`config.mk`:
```
export PLATFORM = sky130hd
export DESIGN_NAME = opp_sc_guard
export DESIGN_NICKNAME = d
export VERILOG_FILES = /design/src/rtl/opp_sc_pkg.sv /design/src/rtl/opp_sc_prescale.sv /design/src/rtl/opp_sc_timer.sv /design/src/rtl/opp_sc_stretch.sv /design/src/rtl/opp_sc_guard.sv
export SDC_FILE = /design/constraint.sdc
export NUM_CORES = 1
export LEC_CHECK = 0
export ABC_AREA = 1
export BUFFER_PORTS_ARGS = -buffer_cell sky130_fd_sc_hd__buf_2
export CORE_ASPECT_RATIO = 0.9
export CORE_MARGIN = 1
export CORE_UTILIZATION = 45
export CTS_CLUSTER_DIAMETER = 150
export DETAILED_ROUTE_END_ITERATION = 8
export PLACE_DENSITY = 0.59
export SLEW_MARGIN = 20
export SYNTH_ARGS = -nofsm -noshare
export SYNTH_HDL_FRONTEND = slang
export SYNTH_HIERARCHICAL = 1
export SYNTH_SLANG_ARGS = --single-unit
```
`constraint.sdc`:
```
create_clock -name clk -period 4.6 [get_ports clk]
set_input_delay 0.69 -clock clk [delete_from_list [all_inputs] [get_ports clk]]
set_output_delay 0.69 -clock clk [all_outputs]
set_load 0.01 [all_outputs]
```
`src/rtl/opp_sc_pkg.sv`:
```
package opp_sc_pkg;

    // Flags sampled from the analogue front end each clock
    typedef struct packed {
        logic overload;
        logic vout_low;
        logic early_peak;
        logic strobe;
    } sense_t;

    // Period select toward the oscillator
    typedef enum logic {
        PER_NORMAL  = 1'b0,
        PER_STRETCH = 1'b1
    } period_e;

    // Tick limit used while the short-circuit guard is armed
    function automatic int unsigned sc_limit(input int unsigned full);
        return (full / 2 > 0) ? full / 2 : 1;
    endfunction

    function automatic int unsigned width_of(input int unsigned maxval);
        return (maxval < 2) ? 1 : $clog2(maxval + 1);
    endfunction

endpackage

```
`src/rtl/opp_sc_prescale.sv`:
```
module opp_sc_prescale #(
    parameter int unsigned TICK_DIV = 1000
) (
    input  logic clk,
    input  logic rst,
    input  logic run,
    output logic tick
);
    localparam int unsigned PRE_W = opp_sc_pkg::width_of(TICK_DIV - 1);
    localparam logic [PRE_W-1:0] PRE_LAST = PRE_W'(TICK_DIV - 1);

    logic [PRE_W-1:0] pre_q;

    assign tick = run && (pre_q == PRE_LAST);

    always_ff @(posedge clk) begin
        if (rst || !run) begin
            pre_q <= '0;
        end else if (pre_q == PRE_LAST) begin
            pre_q <= '0;
        end else begin
            pre_q <= pre_q + 1'b1;
        end
    end
endmodule

```
`src/rtl/opp_sc_timer.sv`:
```
module opp_sc_timer #(
    parameter int unsigned OPP_TICKS = 170,
    parameter int unsigned CNT_W     = 8
) (
    input  logic             clk,
    input  logic             rst,
    input  logic             overload,
    input  logic             armed,
    input  logic             tick,
    output logic             fault,
    output logic [CNT_W-1:0] count
);
    localparam logic [CNT_W-1:0] LIM_FULL = CNT_W'(OPP_TICKS);
    localparam logic [CNT_W-1:0] LIM_SC   = CNT_W'(opp_sc_pkg::sc_limit(OPP_TICKS));

    logic [CNT_W-1:0] cnt_q;
    logic             fault_q;
    logic [CNT_W-1:0] limit;
    logic             expired;

    assign limit   = armed ? LIM_SC : LIM_FULL;
    assign expired = overload && (cnt_q >= limit);

    always_ff @(posedge clk) begin
        if (rst) begin
            cnt_q <= '0;
        end else if (!overload) begin
            cnt_q <= '0;
        end else if (tick && (cnt_q < LIM_FULL)) begin
            cnt_q <= cnt_q + 1'b1;
        end
    end

    always_ff @(posedge clk) begin
        if (rst) begin
            fault_q <= 1'b0;
        end else if (expired) begin
            fault_q <= 1'b1;
        end
    end

    assign fault = fault_q;
    assign count = cnt_q;
endmodule

```
`src/rtl/opp_sc_stretch.sv`:
```
module opp_sc_stretch (
    input  logic                clk,
    input  logic                rst,
    input  logic                strobe,
    input  logic                armed,
    input  logic                early_peak,
    output opp_sc_pkg::period_e sel
);
    import opp_sc_pkg::*;

    period_e sel_q;

    always_ff @(posedge clk) begin
        if (rst) begin
            sel_q <= PER_NORMAL;
        end else if (strobe) begin
            sel_q <= (armed && early_peak) ? PER_STRETCH : PER_NORMAL;
        end
    end

    assign sel = sel_q;
endmodule

```
`src/rtl/opp_sc_guard.sv`:
```
module opp_sc_guard #(
    parameter int unsigned TICK_DIV  = 1000,
    parameter int unsigned OPP_TICKS = 170
) (
    input  logic clk,
    input  logic rst,
    input  logic ovl_i,
    input  logic vout_low_i,
    input  logic early_pk_i,
    input  logic cyc_i,
    output logic fault_o,
    output logic stretch_o
);
    import opp_sc_pkg::*;

    localparam int unsigned CNT_W = width_of(OPP_TICKS);

    sense_t           sense;
    logic             armed;
    logic             tick;
    logic             fault;
    logic [CNT_W-1:0] tmr_cnt;
    period_e          sel;

    assign sense = '{overload: ovl_i, vout_low: vout_low_i,
                     early_peak: early_pk_i, strobe: cyc_i};

    // Guard armed only while overloaded with the output collapsed
    assign armed = sense.overload && sense.vout_low;

    opp_sc_prescale #(.TICK_DIV(TICK_DIV)) u_pre (
        .clk  (clk),
        .rst  (rst),
        .run  (sense.overload && !fault),
        .tick (tick)
    );

    opp_sc_timer #(.OPP_TICKS(OPP_TICKS), .CNT_W(CNT_W)) u_tmr (
        .clk      (clk),
        .rst      (rst),
        .overload (sense.overload),
        .armed    (armed),
        .tick     (tick),
        .fault    (fault),
        .count    (tmr_cnt)
    );

    opp_sc_stretch u_str (
        .clk        (clk),
        .rst        (rst),
        .strobe     (sense.strobe),
        .armed      (armed),
        .early_peak (sense.early_peak),
        .sel        (sel)
    );

    assign fault_o   = fault;
    assign stretch_o = (sel == PER_STRETCH);
endmodule

```
## Yosys cells after proc, flatten, opt, wreduce, memory -nomap -nowiden

Cells that the tools add are included.
W data, S select, Z words.

| cells by class | value |
|---|---|
| add/subtract/negate cells | 2 |
| order comparisons | 2 |
| equality and inequality tests | 1 |
| muxes and demuxes | 2 |
| bitwise gates (word level) | 1 |
| reduce and logical (&&, ||, !) cells | 11 |

Operators with widths:

| operator | count |
|---|---|
| $add A10 B1 Y10 const B | 1 |
| $eq A10 B10 Y1 const B | 1 |
| $add A8 B1 Y8 const B | 1 |
| $ge A8 B8 Y1 | 1 |
| $lt A8 B8 Y1 const B | 1 |
| $mux W8 | 1 |
| $logic_and A1 B1 Y1 | 6 |
| $reduce_or A2 Y1 | 2 |
| $logic_not A1 Y1 | 2 |
| $logic_or A1 B1 Y1 | 1 |
| $mux W1 | 1 |
| $not A1 Y1 | 1 |

| storage, ports and cells | value |
|---|---|
| bits in registers | 20 |
| bits of input ports | 6 |
| output and inout port bits | 2 |
| logic and storage cells | 23 |

## Longest topological paths before layout

Gate-level depths: netlist of run 1.

| depth | value |
|---|---|
| depth in word-level cells | 5 |
| mapped depth | 12 |

## Hierarchy

Netlist of run 1, hierarchy kept.

Modules (own cells, without submodules):

| module | instances | cells each | area each (µm²) | sequential area each (µm²) |
|---|---|---|---|---|
| opp_sc_timer | 1 | 123 | 753.2 | 180.2 |
| opp_sc_prescale | 1 | 68 | 484.2 | 200.2 |
| opp_sc_stretch | 1 | 5 | 40.0 | 20.0 |
| opp_sc_guard | 1 | 4 | 17.5 | 0.0 |

## Least setup slack after synthesis of run 1

Ideal clock, no wire load.

| path | value |
|---|---|
| path type | in2reg |
| start | in ovl_i |
| end | reg u_tmr.fault_q, in the netlist u_tmr/fault |
| setup time | 0.112 ns |
| data arrival time | 1.583 ns |
| data required time | 4.488 ns |
| path slack | 2.905 ns |
| cell stages on the path | 12 |
| cells stage by stage | nand2_1 > inv_1 > inv_1 > ha_1 > nand2_1 > inv_1 > nand2_1 > nand2_1 > nand2_1 > nand2_1 > nand2_1 > nand2_1 |

| between the ends | value |
|---|---|
| longest elaborated chain between the ends | 4 |

RTL lines:

| what | line | source |
|---|---|---|
| start: declaration | opp_sc_guard.sv:7 | `input logic ovl_i,` |
| $logic_and A1 B1 Y1 | opp_sc_guard.sv:29 | `assign armed = sense.overload && sense.vout_low;` |
| named net armed | opp_sc_guard.sv:19 | `logic armed;` |
| $mux W8 | opp_sc_timer.sv:21 | `assign limit = armed ? LIM_SC : LIM_FULL;` |
| $ge A8 B8 Y1 | opp_sc_timer.sv:22 | `assign expired = overload && (cnt_q >= limit);` |
| $logic_and A1 B1 Y1 | opp_sc_timer.sv:22 |  |
| end signal: assignment | opp_sc_timer.sv:36 | `fault_q <= 1'b0;` |
| end signal: assignment | opp_sc_timer.sv:38 | `fault_q <= 1'b1;` |
| end: declaration | opp_sc_timer.sv:17 | `logic fault_q;` |

The timed path passes the listed nets, and every way through them passes these cells.
A chain may end at the register's enable or synchronous reset.

## Final worst setup path of run 1

| path | value |
|---|---|
| start | reg u_pre.pre_q[0] |
| end | reg u_tmr.cnt_q[0], in the netlist u_tmr/count[0] |

| between the ends | value |
|---|---|
| longest elaborated chain between the ends | 3 |

RTL lines:

| what | line | source |
|---|---|---|
| start: declaration | opp_sc_prescale.sv:12 | `logic [PRE_W-1:0] pre_q;` |
| start signal: assignment | opp_sc_prescale.sv:22 | `pre_q <= pre_q + 1'b1;` |
| $eq A10 B10 Y1 | opp_sc_prescale.sv:14 | `assign tick = run && (pre_q == PRE_LAST);` |
| $logic_and A1 B1 Y1 | opp_sc_prescale.sv:14 |  |
| named net tick | opp_sc_guard.sv:20 | `logic tick;` |
| $logic_and A1 B1 Y1 | opp_sc_timer.sv:29 | `end else if (tick && (cnt_q < LIM_FULL)) begin` |
| end signal: assignment | opp_sc_timer.sv:30 | `cnt_q <= cnt_q + 1'b1;` |
| end: declaration | opp_sc_timer.sv:16 | `logic [CNT_W-1:0] cnt_q;` |

The timed path passes the listed nets, and every way through them passes these cells.

==> results of run 1 <==
cell usage after synthesis:
cell / n
nand2_1: 65
nor2_1: 27
inv_1: 26
dfxtp_1: 20
a21oi_1: 14
nand3_1: 13
ha_1: 10
nand2_2: 2
nand3b_1: 2
nand4_1: 2
nor2_2: 2
nor2_4: 2
o21ai_1: 2
o21bai_1: 2
xor2_1: 2
a21oi_2: 1
buf_4: 1
buf_6: 1
inv_2: 1
nand2_4: 1
nand3_2: 1
o21a_1: 1
o21ai_0: 1
xnor2_1: 1
cells in the final DEF, fill, tap and decap left out:
| master | instances |
|---|---|
| nand2_1 | 65 |
| nor2_1 | 27 |
| inv_1 | 26 |
| dfxtp_1 | 20 |
| a21oi_1 | 14 |
| nand3_1 | 13 |
| ha_1 | 10 |
| buf_2 | 7 |
| clkbuf_4 | 3 |
| nor2_2 | 2 |
| nand2_2 | 2 |
| nor2_4 | 2 |
| xor2_1 | 2 |
| nand4_1 | 2 |
| nand3b_1 | 2 |
| o21bai_1 | 2 |
| o21ai_1 | 2 |
| bufinv_16 | 1 |
| nand3_2 | 1 |
| xnor2_1 | 1 |
| a21oi_2 | 1 |
| inv_2 | 1 |
| nand2_4 | 1 |
| o21a_1 | 1 |
| o21ai_0 | 1 |
worst max-delay path, delay by kind of cell, from the launching register on:
kind,cells,cell delay [ns]
AND/OR/NAND/NOR,5,0.60
buffers and inverters,2,0.14
flip-flops,1,0.41
adder cells (fa/ha/maj),1,0.26
AO/OA/AOI/OAI,2,0.41
power by group through the flow:
| stage | logic [mW] | registers, mW | clock network [mW] |
|---|---|---|---|
| 4_1_cts | 0.0178 | 0.176 | 0.150 |
| 3_3_place_gp | 0.0172 | 0.180 | 0 |
| 3_5_place_dp | 0.0177 | 0.180 | 0 |
| 6_report | 0.0175 | 0.176 | 0.144 |
| 5_1_grt | 0.0205 | 0.176 | 0.156 |
| 2_1_floorplan | 0.0116 | 0.180 | 0 |
kinds of logic (layout without fill, tap and decap cells):
group	count (synthesis)	in the layout	share of synthesized area
simple gates	117	117	0.391
buf+inv	29	38	0.0927
compound gates	21	21	0.0899
flops	20	20	0.309
fa+ha+maj	10	10	0.0966
xor+xnor	3	3	0.0203
flip-flops by register name, summed over array words and instances (netlist names):
signal       flops
u_str/sel        1
u_pre/pre_q     10
u_tmr/fault      1
u_tmr/count      8
per-layer routing:
layer  global-route usage  vias to the layer above  wire, um
met5                    0                        -         0
met4               0.0516                        0        35
met3               0.0440                        4        93
met2                0.262                       22      1070
met1                0.265                      527      1430
li1                     -                      645         -
per-stage QoR:
stage,util,instances
floorplan,-,200
global placement,0.495,245
detailed placement,0.495,245
CTS,0.515,249
global route,0.515,249
finish,0.515,249
final cells by class:
cell class,count,area [um^2],share of cell area
tap,40,50.0,0.0354
inverter,27,101,0.0717
timing repair buffer,7,35.0,0.0248
sequential,20,400,0.283
clock buffer,3,22.5,0.0159
multi-input combinational,151,774,0.548
clock inverter,1,30.0,0.0212
worst paths after layout:
check | startpoint | endpoint | slack (ns)
hold reg to reg | u_pre/pre_q[9] | u_pre/pre_q[9] | 0.47
hold / removal | u_pre/pre_q[9] | u_pre/pre_q[9] | 0.47
setup / recovery | u_pre/pre_q[0] | u_tmr/count[0] | 2.70
setup reg to reg | u_pre/pre_q[0] | u_tmr/count[0] | 2.70
==> flow_summary.json, run 1 <==
{
  "cts_tree": "yes",
  "max_cap_viol_count": 0,
  "slew_headroom": 0.736,
  "vias": 1198,
  "synth_top_area_cell": "dfxtp_1",
  "syn2layout_area_growth_pct": 9.18,
  "critPathMaxStageDelay_ns": 0.41,
  "drtIter0Drc": 59,
  "setup_slack_ns": 2.70,
  "ant_nets": 0,
  "syn_area_mm2": 0.00129,
  "ios": 8,
  "status": "completed",
  "path_max_fanout": 8,
  "synth_area_per_cell_um2": 6.47,
  "setup_viol": 0,
  "fin_crit_sh": 0.414,
  "finalWirelength_mm": 2.63,
  "grt_max_degree": 13,
  "critPathArrivalTime_ns": 2.11,
  "netSwitchingPower_uw": 67.6,
  "power_frac_comb": 0.052,
  "startpoint_type": "flip-flop",
  "min_period_ns": 1.90,
  "cts-root-buf": "clkbuf_4",
  "vias_per_cell": 4.81,
  "n_fill_cell": 287,
  "antenna_found_initial": 0,
  "initial_utilization": 0.471,
  "max_freq_mhz": 526,
  "setup_tns_ns": 0,
  "yosysWarningCount": 6,
  "switching_share": 0.201,
  "row_count": 18,
  "crit_top_cell": "nor2_1",
  "grt_overflow_total": 0,
  "synth_seq_area_share": 0.309,
  "slew_viol_final": 0,
  "grt_pass1_vias": 967,
  "drc": 0,
  "synth_area_leaders": "dfxtp_1, nand2_1, ha_1",
  "dieHeight_um": 52.9,
  "min_path_type": "flip-flop to flip-flop",
  "irDropWorstVdd_mv": 0.148,
  "grt_pass1_wl_mm": 4.22,
  "layout-drive-gt1-share": 0.100,
  "leakagePower_nw": 0.587,
  "critPathKind": "flip-flop to flip-flop",
  "cts_sinks": 20,
  "clk_transition_reported_paths_ns": 0.11,
  "synth_nets": 216,
  "hold_depth": 2,
  "ctsLongestPathBuffers": 2,
  "wire_per_inst_um": 10.6,
  "place.gp.congestion": 0.879,
  "crit_required_ns": 4.80,
  "p_seq_frac": 0.522,
  "post-cts-setup-buffer-count": 0,
  "nets": 226,
  "cts_resized": 0,
  "crit_path_cell_trace": "ha_1 -> inv_1 -> nor2_1 -> nand3_1 -> nor2_1 -> inv_1 -> a21oi_2 -> nand2_4 -> o21ai_1 -> nor2_1",
  "coreArea_mm2": 0.00275,
  "worstSkewPairLatency_ns": 0.30,
  "cts_hold_buf": 0,
  "worst_hold_slack_ns": 0.469,
  "synth-seq-cells": 20,
  "netlist_instances": 200,
  "dr.pass1.iters": 4,
  "final_area_mm2": 0.00141,
  "htreeDepth": 1,
  "internal_power_uw": 269,
  "die_area_mm2": 0.00310,
  "power_density_mw_per_mm2": 238,
  "port_buffers": 7,
  "die_w_um": 58.5,
  "placed_cell_area_mm2": 0.00136,
  "rr_worst_depth": 10,
  "total_power_uw": 337,
  "slowest_stage": "dfxtp_1",
  "tightest_slew_ns": 0.394,
  "synth_cell_types": 24,
  "p_clk_frac": 0.426,
  "dp_slack_ns": 2.66,
  "rsz0062_at_grt": "no",
  "hpwlAfterDp_mm": 2.06,
  "numCtsBuffers": 3,
  "diodes": 0,
  "grt_usage": 0.181,
  "skew_ns": 0.00250,
  "hold_viol": 0,
  "synth_top_area_frac": 0.309,
  "end_kind": "flip-flop"
}
Power figures use the tool's default switching activity.
==> inputs of run 2 (changes only) <==
==> constraint.sdc (replaced) <==
create_clock -name clk -period 1.95 [get_ports clk]
set_input_delay 0.2925 -clock clk [delete_from_list [all_inputs] [get_ports clk]]
set_output_delay 0.2925 -clock clk [all_outputs]
set_load 0.01 [all_outputs]
==> flow_summary.json, run 2 (synthesis gave the netlist of run 1 again) <==
{
  "fin_crit_sh": 0.890,
  "diodes": 0,
  "skew_ns": 0.00286,
  "ios": 8,
  "startpoint_type": "flip-flop",
  "leakagePower_nw": 0.573,
  "cts_hold_buf": 0,
  "cts_tree": "yes",
  "crit_top_cell": "nor2_1",
  "drc": 0,
  "min_period_ns": 1.74,
  "setup_viol": 0,
  "slowest_stage": "dfxtp_1",
  "cts_sinks": 20,
  "final_util": 0.504,
  "r2r_end": "u_tmr/count[0]",
  "coreArea_mm2": 0.00275,
  "layout-drive-gt1-share": 0.0962,
  "final_common_cell": "nand2_1",
  "hold_viol": 0,
  "cts-root-buf": "clkbuf_4",
  "internal_power_uw": 499,
  "dieHeight_um": 52.9,
  "vias": 1189,
  "die_area_mm2": 0.00310,
  "critPathArrivalTime_ns": 1.93,
  "crit_path_cell_trace": "ha_1 -> inv_1 -> nor2_1 -> nand3_1 -> nor2_1 -> inv_1 -> a21oi_2 -> nand2_4 -> o21ai_1 -> nor2_1",
  "power_frac_comb": 0.064,
  "crit_end": "u_tmr/count[0]",
  "tightest_slew_ns": 0.375,
  "reg2reg_from": "u_pre/pre_q[0]",
  "htreeDepth": 1,
  "p_clk_frac": 0.287,
  "crit_required_ns": 2.14,
  "nets": 226,
  "cts_resized": 0,
  "grt_pass1_wl_mm": 4.42,
  "p_seq_frac": 0.649,
  "ant_nets": 0,
  "vias_per_cell": 4.79,
  "ctsLongestPathBuffers": 2,
  "grt_usage": 0.188,
  "post-cts-setup-buffer-count": 0,
  "place.gp.congestion": 0.815,
  "max_cap_viol_count": 0,
  "drtIter0Drc": 73,
  "netSwitchingPower_uw": 140,
  "dr.pass1.iters": 4,
  "worstSkewPairLatency_ns": 0.29,
  "initial_utilization": 0.471,
  "min_path_type": "primary input to flip-flop",
  "max_freq_mhz": 576,
  "power_density_mw_per_mm2": 461,
  "status": "completed",
  "crit_start": "u_pre/pre_q[0]",
  "grt_pass1_vias": 1017,
  "setup_tns_ns": 0,
  "largest_reg_flops": 10,
  "grt_max_degree": 11,
  "total_power_uw": 639,
  "switching_share": 0.219,
  "critPathKind": "flip-flop to flip-flop",
  "path_max_fanout": 8,
  "mostFrequentLayoutCells": "nand2_1, nor2_1, inv_1",
  "rr_worst_depth": 10,
  "regMostFlops": "u_pre/pre_q",
  "clk_transition_reported_paths_ns": 0.10,
  "die_w_um": 58.5,
  "irDropWorstVdd_mv": 0.407,
  "wire_per_inst_um": 10.2,
  "syn2layout_area_growth_pct": 6.86,
  "finalWirelength_mm": 2.53,
  "row_count": 18,
  "numCtsBuffers": 3,
  "critPathMaxStageDelay_ns": 0.40,
  "slew_viol_final": 0,
  "rsz0062_at_grt": "no",
  "antenna_found_initial": 0,
  "port_buffers": 7,
  "rrSetupSlack_ns": 0.21,
  "end_kind": "flip-flop",
  "grt_overflow_total": 0,
  "hpwlAfterDp_mm": 2.03,
  "slew_headroom": 0.749
}
[run 2: changes by cell type in the layout (fill, tap and decap cells not counted), sizes merged]
cell / change
bufinv: -1
[run 2: metal layers]
layer  vias up  global-route usage  wire length (um)
met4         0              0.0119                 0
met3         0              0.0513               104
met5         -                   0                 0
met2        21               0.282               995
met1       527               0.277              1430
li1        641                   -                 -
[run 2: critical path, delay by kind of cell (launching register included)]
kind	cells	cell delay [ns]
AO/OA/AOI/OAI	2	0.36
flip-flops	1	0.40
adder cells (fa/ha/maj)	1	0.24
AND/OR/NAND/NOR	5	0.54
buffers and inverters	2	0.11
[run 2: layout make-up]
| type | instances | area [um^2] |
|---|---|---|
| multi-input cells | 151 | 774 |
| well taps | 40 | 50.0 |
| flip-flops and latches | 20 | 400 |
| clock buffers | 3 | 22.5 |
| inverters | 27 | 101 |
| repair buffers | 7 | 35.0 |
| fillers | 274 | 1360 |
[run 2: how the worst min path moves through the flow]
stage | startpoint | endpoint | slack (ns) | depth (start not counted)
after floorplan | cyc_i | u_str/sel | 0.43 | 2
after detailed placement | u_pre/pre_q[0] | u_pre/pre_q[0] | 0.46 | 1
after global routing | early_pk_i | u_str/sel | 0.25 | 3
final | early_pk_i | u_str/sel | 0.24 | 3
after CTS | early_pk_i | u_str/sel | 0.23 | 3
after global placement | u_pre/pre_q[9] | u_pre/pre_q[9] | 0.45 | 2
[run 2: power groups by stage]
stage               registers (mW)  logic (mW)  clock network [mW]
floorplan                    0.424      0.0274                   0
global placement             0.423      0.0399                   0
detailed placement           0.424      0.0410                   0
CTS                          0.414      0.0413               0.194
global route                 0.415      0.0483               0.215
finish                       0.414      0.0409               0.183
[run 2: metrics by stage]
stage	instances	cell area [um^2]	hold slack, ns	worst slack [ns]
finish	248	1380	0.241	0.214
detailed placement	245	1360	0.459	0.234
global placement	245	1360	0.448	0.328
floorplan	200	1290	0.432	0.407
global route	248	1380	0.253	0.0353
CTS	248	1380	0.230	0.211
